--- src/rtl/ldst_cond_unit.sv ---
module ldst_cond_unit #(
  parameter int IMM_W = 12,
  parameter int RI_W  = 4
) (
  input  logic             clk,
  input  logic             rst_n,
  input  logic             req_valid,
  output logic             req_ready,
  input  logic [3:0]       req_cond,
  input  logic             flag_n,
  input  logic             flag_z,
  input  logic             flag_c,
  input  logic             flag_v,
  input  logic             req_load,
  input  logic             req_byte,
  input  logic [1:0]       req_mode,
  input  logic             req_use_reg,
  input  logic             req_sub,
  input  logic             req_shr,
  input  logic [4:0]       req_shamt,
  input  logic [IMM_W-1:0] req_imm,
  input  logic [31:0]      req_base,
  input  logic [31:0]      req_rm,
  input  logic [31:0]      req_pc,
  input  logic [31:0]      req_sdata,
  input  logic [RI_W-1:0]  req_rd,
  input  logic [RI_W-1:0]  req_rn,
  output logic             mem_valid,
  output logic             mem_we,
  output logic [31:0]      mem_addr,
  output logic [31:0]      mem_wdata,
  output logic [3:0]       mem_be,
  input  logic             mem_ready,
  input  logic [31:0]      mem_rdata,
  output logic             rf_we,
  output logic [RI_W-1:0]  rf_waddr,
  output logic [31:0]      rf_wdata,
  output logic             base_clash
);

  typedef enum logic [1:0] {S_IDLE, S_MEM, S_LDW, S_BWB} st_t;
  st_t st;

  logic cond_ok;
  always_comb begin
    case (req_cond)
      4'd0:    cond_ok = flag_z;
      4'd1:    cond_ok = !flag_z;
      4'd2:    cond_ok = flag_c;
      4'd3:    cond_ok = !flag_c;
      4'd4:    cond_ok = flag_n;
      4'd5:    cond_ok = !flag_n;
      4'd6:    cond_ok = flag_v;
      4'd7:    cond_ok = !flag_v;
      4'd8:    cond_ok = flag_c && !flag_z;
      4'd9:    cond_ok = !flag_c || flag_z;
      4'd10:   cond_ok = flag_n == flag_v;
      4'd11:   cond_ok = flag_n != flag_v;
      4'd12:   cond_ok = !flag_z && (flag_n == flag_v);
      4'd13:   cond_ok = flag_z || (flag_n != flag_v);
      4'd14:   cond_ok = 1'b1;
      default: cond_ok = 1'b0;
    endcase
  end

  logic [31:0] imm_ext, shifted, offs_sum, ea;
  logic        upd;
  assign imm_ext  = {{(32-IMM_W){req_imm[IMM_W-1]}}, req_imm};
  assign shifted  = req_shr ? (req_rm >> req_shamt) : (req_rm << req_shamt);
  assign offs_sum = !req_use_reg ? req_base + imm_ext :
                    req_sub ? req_base - shifted : req_base + shifted;
  assign ea  = (req_mode == 2'd2) ? req_base :
               (req_mode == 2'd3) ? req_pc + imm_ext : offs_sum;
  assign upd = (req_mode == 2'd1) || (req_mode == 2'd2);

  logic [31:0]     a_q, nb_q, sd_q;
  logic            load_q, byte_q, upd_q;
  logic [RI_W-1:0] rd_q, rn_q;
  logic            accept, same_reg;

  assign accept   = req_valid && (st == S_IDLE);
  assign same_reg = (rd_q == rn_q);

  always_ff @(posedge clk) begin
    if (!rst_n) begin
      st     <= S_IDLE;
      a_q    <= '0;
      nb_q   <= '0;
      sd_q   <= '0;
      load_q <= 1'b0;
      byte_q <= 1'b0;
      upd_q  <= 1'b0;
      rd_q   <= '0;
      rn_q   <= '0;
    end else begin
      case (st)
        S_IDLE: if (accept && cond_ok) begin
          st     <= S_MEM;
          a_q    <= ea;
          nb_q   <= offs_sum;
          sd_q   <= req_sdata;
          load_q <= req_load;
          byte_q <= req_byte;
          upd_q  <= upd;
          rd_q   <= req_rd;
          rn_q   <= req_rn;
        end
        S_MEM: if (mem_ready)
          st <= load_q ? S_LDW : (upd_q ? S_BWB : S_IDLE);
        S_LDW: st <= (upd_q && !same_reg) ? S_BWB : S_IDLE;
        default: st <= S_IDLE;
      endcase
    end
  end

  logic [1:0]  lane;
  logic [31:0] ld_data;
  assign lane    = a_q[1:0];
  assign ld_data = byte_q ? {24'b0, mem_rdata[{lane, 3'b000} +: 8]} : mem_rdata;

  assign req_ready  = (st == S_IDLE);
  assign mem_valid  = (st == S_MEM);
  assign mem_we     = !load_q;
  assign mem_addr   = a_q;
  assign mem_be     = byte_q ? (4'b0001 << lane) : 4'b1111;
  assign mem_wdata  = byte_q ? {4{sd_q[7:0]}} : sd_q;
  assign rf_we      = (st == S_LDW) || (st == S_BWB);
  assign rf_waddr   = (st == S_LDW) ? rd_q : rn_q;
  assign rf_wdata   = (st == S_LDW) ? ld_data : nb_q;
  assign base_clash = (st == S_LDW) && upd_q && same_reg;

  AST_COND_FAIL_QUIET: assert property (@(posedge clk) disable iff (!rst_n)
    (req_valid && req_ready && !cond_ok) |=> (req_ready && !mem_valid && !rf_we));
  AST_MEM_HOLD: assert property (@(posedge clk) disable iff (!rst_n)
    (mem_valid && !mem_ready) |=> (mem_valid && $stable(mem_addr)));
  AST_BYTE_LANE_ONE: assert property (@(posedge clk) disable iff (!rst_n)
    (mem_valid && mem_we && byte_q) |-> ($countones(mem_be) == 1));
  AST_BUSY_NOT_READY: assert property (@(posedge clk) disable iff (!rst_n)
    (mem_valid || rf_we) |-> !req_ready);
  AST_CLASH_ENDS: assert property (@(posedge clk) disable iff (!rst_n)
    base_clash |=> (!rf_we && req_ready));
  AST_LOAD_THEN_BASE: assert property (@(posedge clk) disable iff (!rst_n)
    (rf_we && !base_clash && load_q && upd_q && rf_waddr == rd_q) |=> (rf_we && rf_waddr == rn_q));

endmodule

--- config.mk ---
export PLATFORM = sky130hd
export DESIGN_NAME = ldst_cond_unit
export DESIGN_NICKNAME = d
export VERILOG_FILES = /design/src/rtl/ldst_cond_unit.sv
export SDC_FILE = /design/constraint.sdc
export NUM_CORES = 1
export LEC_CHECK = 0
export BUFFER_PORTS_ARGS = -buffer_cell sky130_fd_sc_hd__buf_2
export CORE_ASPECT_RATIO = 1.1
export CORE_MARGIN = 4
export CORE_UTILIZATION = 56
export DETAILED_ROUTE_END_ITERATION = 10
export HOLD_SLACK_MARGIN = 0.05
export PLACE_DENSITY = 0.82
export SYNTH_ARGS = -nofsm -noshare
export SYNTH_HDL_FRONTEND = slang
export SYNTH_SLANG_ARGS = --single-unit
--- constraint.sdc ---
create_clock -name clk -period 8.8 [get_ports clk]
set_clock_uncertainty 0.15 [all_clocks]
set_input_delay 0.44 -clock clk [delete_from_list [all_inputs] [get_ports clk]]
set_output_delay 0.44 -clock clk [all_outputs]
set_load 0.03 [all_outputs]
# == Yosys cells after proc, flatten, opt, wreduce, memory -nomap -nowiden ==
# Index checks and enable logic that the tools add are counted.
# classes
mux,17
n_reduce_logical,21
n_addsub,4
shift,4
n_eq_ne,25
# ops
cell,n
32-bit 2-to-1 mux,8
32-bit adder,3
32-bit by 6-bit indexed part select with 8-bit output,1
32-bit by 5-bit left shift with 32-bit output,1
32-bit by 5-bit right shift with 32-bit output,1
32-bit subtractor,1
4-bit equality test (second input constant),7
4-bit by 3-bit equality test with 1-bit output (second input constant),4
1-bit one-hot mux with 15 select lines,1
2-bit 2-to-1 mux,5
2-bit equality test (second input constant),4
4-bit by 2-bit equality test with 1-bit output (second input constant),2
4-bit 2-to-1 mux,2
1-bit logical AND,7
1-bit logical NOT,6
2-bit one-hot mux with 3 select lines,1
2-bit by 1-bit equality test with 1-bit output (second input constant),2
4-bit by 1-bit equality test with 1-bit output (second input constant),1
4-bit equality test,1
4-bit logical NOT,1
1-bit logical OR,4
2-bit by 1-bit != test with 1-bit output (second input constant),2
2-bit AND reduction,2
1-bit by 2-bit left shift with 4-bit output (first input constant),1
3 further kinds,3
# word_totals
output_inout_bits,109
reg_bits,109
wordCells,80

# == Longest topological paths before layout ==
# Gate-level depths: netlist of the first run.
# depth
word_depth,7
depth_mapped,30
depth_no_buf,25

# == Least setup slack after synthesis of the first run ==
# Ideal clock, no wire load.
# synth_path
path_type,input to register
startpoint,input port req_shamt[1]
endpoint,"register a_q[28], in the netlist mem_addr[28]"
t_required_ns,8.591
slack_ns,2.902
stages,24
t_arrival_ns,5.689
path_buffers,2
setup_ns,0.059
path_cell_list,buf_2 -> clkbuf_1 -> mux4_2 -> mux2_2 -> a32o_1 -> a211oi_2 -> ha_1 -> inv_1 -> nor4_2 -> a31oi_1 -> xnor2_1 -> mux2_2 -> ha_1 -> a21o_1 -> a21o_1 -> a2111o_1 -> a21oi_1 -> nor3b_1 -> a311oi_1 -> a21oi_1 -> mux2i_1 -> o41a_1 -> o221ai_1 -> and2_1
# synth_via
elab_chain_len,7
elab_cells_between_ends,9
# synth_rtl
element,line_no,source
start: declaration,20,"input logic [4:0] req_shamt,"
32-bit by 5-bit left shift with 32-bit output / 32-bit by 5-bit right shift with 32-bit output (equally long branches),69,assign shifted = req_shr ? (req_rm >> req_shamt) : (req_rm << req_shamt);
32-bit 2-to-1 mux *,69,
32-bit adder / 32-bit subtractor (equally long branches),71,req_sub ? req_base - shifted : req_base + shifted;
32-bit 2-to-1 mux *,71,
32-bit 2-to-1 mux *,70,assign offs_sum = !req_use_reg ? req_base + imm_ext :
32-bit 2-to-1 mux *,73,(req_mode == 2'd3) ? req_pc + imm_ext : offs_sum;
32-bit 2-to-1 mux *,72,assign ea = (req_mode == 2'd2) ? req_base :
end signal: assignment,87,a_q <= '0;
end signal: assignment,99,a_q <= ea;
end: declaration,76,"logic [31:0] a_q, nb_q, sd_q;"
# Every way passes the cells marked *; elsewhere a longest branch is shown, timed or not.
# A chain may end at the register's enable or synchronous reset.

# == Worst setup path after layout of the first run ==
# layout_path
startpoint,input port req_shamt[0]
endpoint,"register a_q[28], in the netlist mem_addr[28]"
# The elaborated chain is that of the path after synthesis.

==> summary by stage, run 1 <==
Run status
The run finished with clean final reports.

Power and ir drop
The analysis attributes to net switching a power of 0.000954 W. The sequential cell fraction of total power is 26.4%. The internal power summed over all cells is 0.00120 W. The analysis attributes to cell leakage a power of 6.74 nW. The worst-case IR drop observed on VDD is 0.000102 V.

The clock network fraction of total power is 20.5%. The total power per unit cell area is 137 nW/µm². The combinational share of power is 53.1%. The switching part of the total is 44.3%.

Run
The max-cap violation count is 0.

Critical path
The kind of critical path is in -> reg. STA classifies the critical path endpoint as a register. The reg-to-reg critical path startpoint is st[1]$_SDFFE_PN0P_. The data required time at the worst endpoint is 8.94 ns. Counting cells, the worst reg-to-reg path comes to 5. STA classifies the critical path startpoint as an input port. At the worst endpoint, the arrival time is 7.28 ns. Along the worst path, the maximum fanout reaches 69. The worst setup path startpoint is req_shamt[0].

Layout
In the final layout, the multi-input gates occupy 10900 µm². The register cell area after layout is 2180 µm². Cells with a size suffix above 1 make up 22.2% of the layout.

The core occupancy in the finished layout is 64.2%. Fill cells in the final layout number 2151. The net count of the finished layout is 2329.

The finished cells cover 15700 µm². The area overhead of the layout relative to synthesis is 12.6%.

Timing
The max-slew violation count is 0. Static timing analysis puts the maximum clock frequency at 140 MHz. The part of the cycle the worst path needs is 81.2%.

The final count of hold timing violations is 0. The total setup violations reported at the end of the flow is 0. The minimum clock period is 7.14 ns. The transition time at the pin with the least slew margin is 1.16 ns.

Setup repair after global routing left no endpoint under its margin. The worst setup margin is 1.66 ns. Adding up every negative setup slack in the final design gives 0 ns. In this run the tightest slew margin relative to its limit is 21.4%.

Detailed routing
The total DRC errors in the routed layout is 0. The first detailed-routing pass took 6 iterations. The post-detailed-route count of antenna-violating nets is 0. The routed layout has 15303 vias.

The final layout contains routed wiring with a total length of 53500 µm. The average detailed-routed wire length per instance is 22.6 µm. After detailed routing, the number of vias per cell comes to 6.46.

After the first detailed-routing iteration, the DRC count stood at 1689.

Synthesis
The synthesized instance count is 1844. After synthesis the netlist holds a flip-flop and latch count of 109. Ranked by total cell area, the synthesized netlist is headed by dfxtp_1 (16%), mux4_2 (8.6%), nand2_1 (8.5%), ha_1 (6.4%), mux2i_1 (5.7%).

The commonest register cell after synthesis is dfxtp_1. The share of the synthesized area in the top cell type is 15.6%. After synthesis the cells add up to 14000 µm².

The register area share after synthesis is 15.6%. Averaged over all synthesized cells, the footprint is 7.57 µm². Of all flip-flops after synthesis, the portion carrying an async set or reset was 0%. The synthesized net count is 2121. The post-synthesis cell type with the largest combined area is dfxtp_1. The number of distinct library cell variants in the gate-level netlist after synthesis is 99. Yosys printed 0 warnings. In this run, synthesis inferred 0 flip-flops with an integrated enable.

Clocking
The number of gates given a new drive strength after cts is 0. Post-CTS timing repair inserted 0 buffers for setup. TritonCTS built the clock tree. CTS built an H-tree with a depth of 3. Clock latency on the worst-skew pair, taken at its later pin, is 0.35 ns.

The CTS root buffer is clkbuf_16. The number of buffers on the longest clock path is 2. The number of hold buffers added after CTS was 0. The number of sinks driven by the clock tree is 109. The clock slew seen by the registers of the worst setup and hold paths is 0.09 ns.

The number of buffers inserted during clock tree synthesis is 9.

Min path
The worst hold path belongs to the class in -> reg. The origin of the worst min-delay path is req_sdata[25]. Counting instances, the worst hold path has a depth of 3.

Global routing
The total overflow left after global routing is 0. The initial antenna violation count came to 2. The via count of the first global-routing pass was 14376. The combined global-route utilization of all metal layers is 37.0%. The pin count of the biggest net entering global routing is 114.

The first global-routing pass estimated 80500 µm of wire.

Floorplanning
The area enclosed by the die boundary is 27500 µm². The die height is 174 µm. The area inside the core boundary is 24500 µm². The standard-cell row count is 60. During I/O placement, the number of pins put on the boundary was 313. The die is 158 µm wide. The initial standard-cell utilization of the core is 57.0%.

Placement
The number of port buffers is 312. Routability-driven placement finished with a final weighted congestion of 1.06. The placed wire-length estimate is 42900 µm. The post-placement cell area is 15400 µm². Timing analysis after detailed placement gives a worst setup slack of 1.36 ns.
[layout make-up]
type,count,share of cell area [%]
Antenna cell,1,0.0159
Clock buffer,9,1.43
Clock inverter,7,0.621
Inverter,55,1.31
Multi-Input combinational cell,1547,69.4
Sequential cell,109,13.9
Tap cell,310,2.47
Timing Repair Buffer,330,10.8
[power groups by stage]
stage,combinational (W),clock [W],sequential [W]
2_1_floorplan,0.000771,0,0.000594
3_3_place_gp,0.00111,0,0.000576
3_5_place_dp,0.00112,0,0.000579
4_1_cts,0.00112,0.000443,0.000568
5_1_grt,0.00124,0.000464,0.000574
6_report,0.00114,0.000442,0.000569
[critical path, stage by stage]
cell and delay (ns):
buf_4 0.76, mux2_2 0.47, mux2i_1 0.44, a21oi_1 0.17, o21ai_0 0.29, a2bb2oi_1 0.45, ha_1 0.26, inv_1 0.07
nor4_2 0.51, a31oi_1 0.17, xnor2_1 0.15, mux2_2 0.27, ha_1 0.34, a21o_1 0.19, a21o_1 0.19, a2111o_1 0.38
a21oi_1 0.18, nor3b_1 0.09, a311oi_1 0.34, a21oi_1 0.20, mux2i_1 0.18, o41a_1 0.39, o221ai_1 0.16, and2_1 0.17
[path summary, 6_finish.rpt]
path	endpoint	slack (ns)
setup reg to reg	mem_addr[2]$_SDFFE_PN0P_	6.36
setup / recovery	mem_addr[28]$_SDFFE_PN0P_	1.66
hold / removal	sd_q[25]$_SDFFE_PN0P_	0.18
hold reg to reg	mem_addr[4]$_SDFFE_PN0P_	0.32
[state kept, by name, summed over array words and instances, names as in the netlist]
signal    cells
rd_q          4
upd_q         1
load_q        1
rn_q          4
nb_q         32
sd_q         32
st            2
byte_q        1
mem_addr     32
[metal layers]
layer / routed length (µm) / GRT usage, % / vias up
li1: - / - / 7106
met1: 18900 / 41.2 / 7082
met2: 25600 / 63.8 / 862
met3: 4210 / 5.37 / 251
met4: 4650 / 25.5 / 2
met5: 17 / 0 / -
[metrics by stage]
step / hold WS [ns] / total power (W) / instances
6_report: 0.177 / 0.00215 / 2368
5_1_grt: 0.183 / 0.00227 / 2367
4_1_cts: 0.173 / 0.00214 / 2367
3_5_place_dp: 0.307 / 0.00170 / 2351
3_3_place_gp: 0.301 / 0.00169 / 2351
2_1_floorplan: 0.293 / 0.00136 / 1844
[synthesized netlist by cell type, types with 7 or more instances]
library cell and count:
xnor2_1 53, a21oi_1 114, a211oi_1 16, clkbuf_1 91
o211a_1 7, a21o_1 38, inv_1 54, mux2i_1 79
ha_1 71, nor2b_1 23, buf_4 11, nor3b_1 8
xor2_1 44, nor2_1 105, and3_1 8, mux4_2 53
nand4_1 7, and2_1 15, mux2_2 21, o22ai_1 12
nand3b_1 7, o211ai_1 15, nand2b_1 49, nand2_1 317
or3_1 10, a22oi_1 12, nor3_1 28, a31oi_1 13
buf_2 17, o21a_1 12, o21ai_0 150, dfxtp_1 109
nand3_1 26, o31ai_1 7, a21boi_0 86, o21bai_1 9
nor4_1 7
[layout by cell type, fill, tap and decap left out, types with 10 or more instances in the layout]
cell type    n
nand2_1    317
buf_2      311
o21ai_0    150
a21oi_1    114
dfxtp_1    108
nor2_1     105
a21boi_0    86
mux2i_1     79
ha_1        70
inv_1       54
mux4_2      53
xnor2_1     53
nand2b_1    48
xor2_1      44
a21o_1      38
nor3_1      28
nand3_1     26
nor2b_1     23
mux2_2      21
buf_4       19
a211oi_1    16
o211ai_1    15
and2_1      15
a31oi_1     13
o21a_1      12
o22ai_1     12
a22oi_1     12
or3_1       10
[cells by family after synthesis]
group | after synthesis | synth area share, %
flops | 109 | 15.6
simple gates | 650 | 22.2
compound gates | 566 | 26.6
buf+inv | 188 | 6.22
xor+xnor | 97 | 6.09
fa+ha+maj | 73 | 6.65
mux | 161 | 16.6
(Power assumes the default switching activity.)
==> run 2: changes to the inputs <==
- clock period: 8.8 -> 7.3 ns (I/O delays scaled with it)
==> run 2 against run 1 <==
Hold slack lost 0.084 ns. Clock power grew 20%. Cell area grew 2.3%. Critical path depth grew 1. Cell count grew 2.0%. Count of clock-buffer cells in the layout is the same. Sequential share of layout area shrank 0.32 points. Total power grew 23%. Combinational power grew 26%. Register-to-register slack lost 1.5 ns. Critical path type unchanged.
==> summary by stage, run 2 (synthesized netlist as in run 1, its figures left out) <==
Run status
Status: finished clean (unchanged).

Critical path
The most frequent cell on the critical path is buf_4 (was a21oi_1). The kind of end point of the critical path is a register (unchanged). The critical path startpoint category is an input port (unchanged). The data arrival time at the worst-slack endpoint came to 6.78 ns (was 7.28 ns). The family with the most delay on the worst path was compound AO/OA/AOI/OAI gates (unchanged). The buffering stage count on the worst path with inverters included is 4 (was 2). The data required time at the worst endpoint is 7.45 ns (was 8.94 ns). The library cell contributing the largest single delay on the critical path is buf_4 (unchanged).

The maximum fanout along the worst path is 41 (was 69). The kind of critical path is in -> reg (unchanged). The largest stage delay on the critical path is 0.49 ns (was 0.76 ns).

Floorplanning
The initial standard-cell utilization of the core was 57.0% (unchanged). The standard-cell row count is 60 (unchanged). The number of top-level pins came to 313 (unchanged). The horizontal extent of the die is 158 µm (unchanged). The die height is 174 µm (unchanged). The area enclosed by the die boundary is 27500 µm² (unchanged). The area inside the core boundary is 24500 µm² (unchanged).

Layout
The total of fill cells in the finished design was 2111 (was 2151). The net count reported at finish came to 2374 (was 2329). The area overhead of the layout relative to synthesis came to 15.3% (was 12.6%). The share of post-route cells with drive strength above 1 is 23.9% (was 22.2%). The most common library cell in the layout ignoring fill and taps is nand2_1 (unchanged).

The final design area excluding fillers is 16100 µm² (was 15700 µm²). Commonest cells after routing, fill and taps aside: nand2_1 (317), buf_2 (311), o21ai_0 (150), a21oi_1 (114), dfxtp_1 (108) (unchanged).

Detailed routing
The post-detailed-route count of antenna-violating nets is 0 (unchanged). The violation count after the first detailed-route iteration came to 1701 (was 1689). The average detailed-routed wire length per instance is 23.2 µm (was 22.6 µm). The total DRC errors in the routed layout was 0 (unchanged). The detailed-route vias per instance is 6.45 (was 6.46). The via total after detailed routing was 15582 (was 15303). The total detailed-routing wirelength is 56000 µm (was 53500 µm). The number of iterations in the first detailed-routing pass came to 7 (was 6).

Placement
The post-placement cell area is 15700 µm² (was 15400 µm²). The number of port buffers is 312 (unchanged). The placed wire-length estimate is 44400 µm (was 42900 µm). The weighted congestion reported at the end of routability-driven placement is 1.12 (was 1.06).

Power and ir drop
The worst-case vdd ir drop is 0.000127 V (was 0.000102 V). The static leakage power is 6.96 nW (was 6.74 nW). The total power per unit cell area is 165 nW/µm² (was 137 nW/µm²).

Timing
The max-slew violation count is 0 (unchanged). The minimum clock period is 6.63 ns. The total setup violations reported at the end of the flow is 0 (unchanged).

The setup TNS came to 0 ns (unchanged). The transition time at the pin with the least slew margin was 1.19 ns (was 1.16 ns). The part of the cycle the worst path needs is 90.9%. The highest clock frequency the design can meet is 151 MHz.

Setup repair after global routing missed its margin: no (unchanged). The final count of hold timing violations is 0 (unchanged). The normalized max-slew margin came to 19.8% (was 21.4%).

Clocking
The number of buffers on the longest clock path is 2 (unchanged). The clock tree from TritonCTS is yes (unchanged). The number of setup buffers added after CTS came to 0 (unchanged). The number of buffers inserted during clock tree synthesis was 9 (unchanged). The clock latency of the later-clocked register in the worst-skew pair was 0.35 ns (about the same). The CTS root buffer is clkbuf_16 (unchanged). The number of sinks driven by the clock tree came to 109 (unchanged).

The number of H-tree levels came to 3 (unchanged). The hold buffer count at cts is 0 (unchanged). The clock slew seen by the registers of the worst setup and hold paths is 0.09 ns (about the same). The number of gates given a new drive strength after cts came to 0 (unchanged).

Global routing
The total congestion overflow after global routing is 0 (unchanged). The via count of the first global-routing pass is 14538 (was 14376). The pin count of the biggest net entering global routing is 114 (unchanged). The wire length of the first global-routing pass came to 83600 µm (was 80500 µm). The initial antenna violation count was 3 (was 2). The combined global-route utilization of all metal layers is 38.6% (was 37.0%).

Min path
The class of the worst hold path is in -> reg (unchanged).

Run
The max-cap violation count is 0 (unchanged).
## run 2: changes by cell type in the layout (fill, tap and decap cells not counted), sizes merged
cell | before | now
clkinv | 2 | 5
diode | 1 | 4
inv | 59 | 56
buf | 330 | 375
## run 2: path summary, 6_finish.rpt
check                           slack, ns  depth (start not counted)                         to                      start
worst max-delay path                 0.67                         25  mem_addr[28]$_SDFFE_PN0P_               req_shamt[0]
worst min-delay path                 0.09                          3       sd_q[2]$_SDFFE_PN0P_               req_sdata[2]
worst max register to register       4.86                          5   mem_addr[2]$_SDFFE_PN0P_         st[1]$_SDFFE_PN0P_
worst min register to register       0.32                          2  mem_addr[11]$_SDFFE_PN0P_  mem_addr[11]$_SDFFE_PN0P_
## run 2: area by class of cell
class	count	area, µm²	share of cell area (%)
Clock buffer	9	225	1.40
Multi-Input combinational cell	1547	10900	67.9
Tap cell	310	388	2.41
Sequential cell	109	2180	13.6
Antenna cell	4	10.0	0.0623
Inverter	55	206	1.28
Timing Repair Buffer	375	2050	12.7
Clock inverter	7	103	0.638
## run 2: worst min-delay path: stages
cell and delay, ns:
buf_2 0.09, nand2_1 0.04, a21boi_0 0.06
## run 2: metal layers
metal	vias up	share of wire (%)	global-route usage, %
li1	7203	-	-
met1	7235	35	43.1
met2	917	48	66.5
met3	227	8.4	6.67
met4	0	8.1	25.4
met5	-	0	0
## run 2: metrics by stage
stage	util, %	hold slack [ns]	worst slack [ns]	instances	total power, W
after floorplan	-	0.293	1.48	1844	0.00165
after global placement	64.3	0.302	0.702	2396	0.00208
after detailed placement	64.3	0.310	0.457	2396	0.00210
after CTS	65.7	0.0909	0.814	2412	0.00262
after global routing	65.7	0.101	0.287	2413	0.00279
final	65.7	0.0936	0.667	2416	0.00265
## run 2: power breakdown
part,internal [W],total (W),switching [W]
clock network,0.000278,0.000529,0.000251
registers,0.000646,0.000686,0.0000398
logic,0.000554,0.00144,0.000885
total,0.00148,0.00265,0.00118
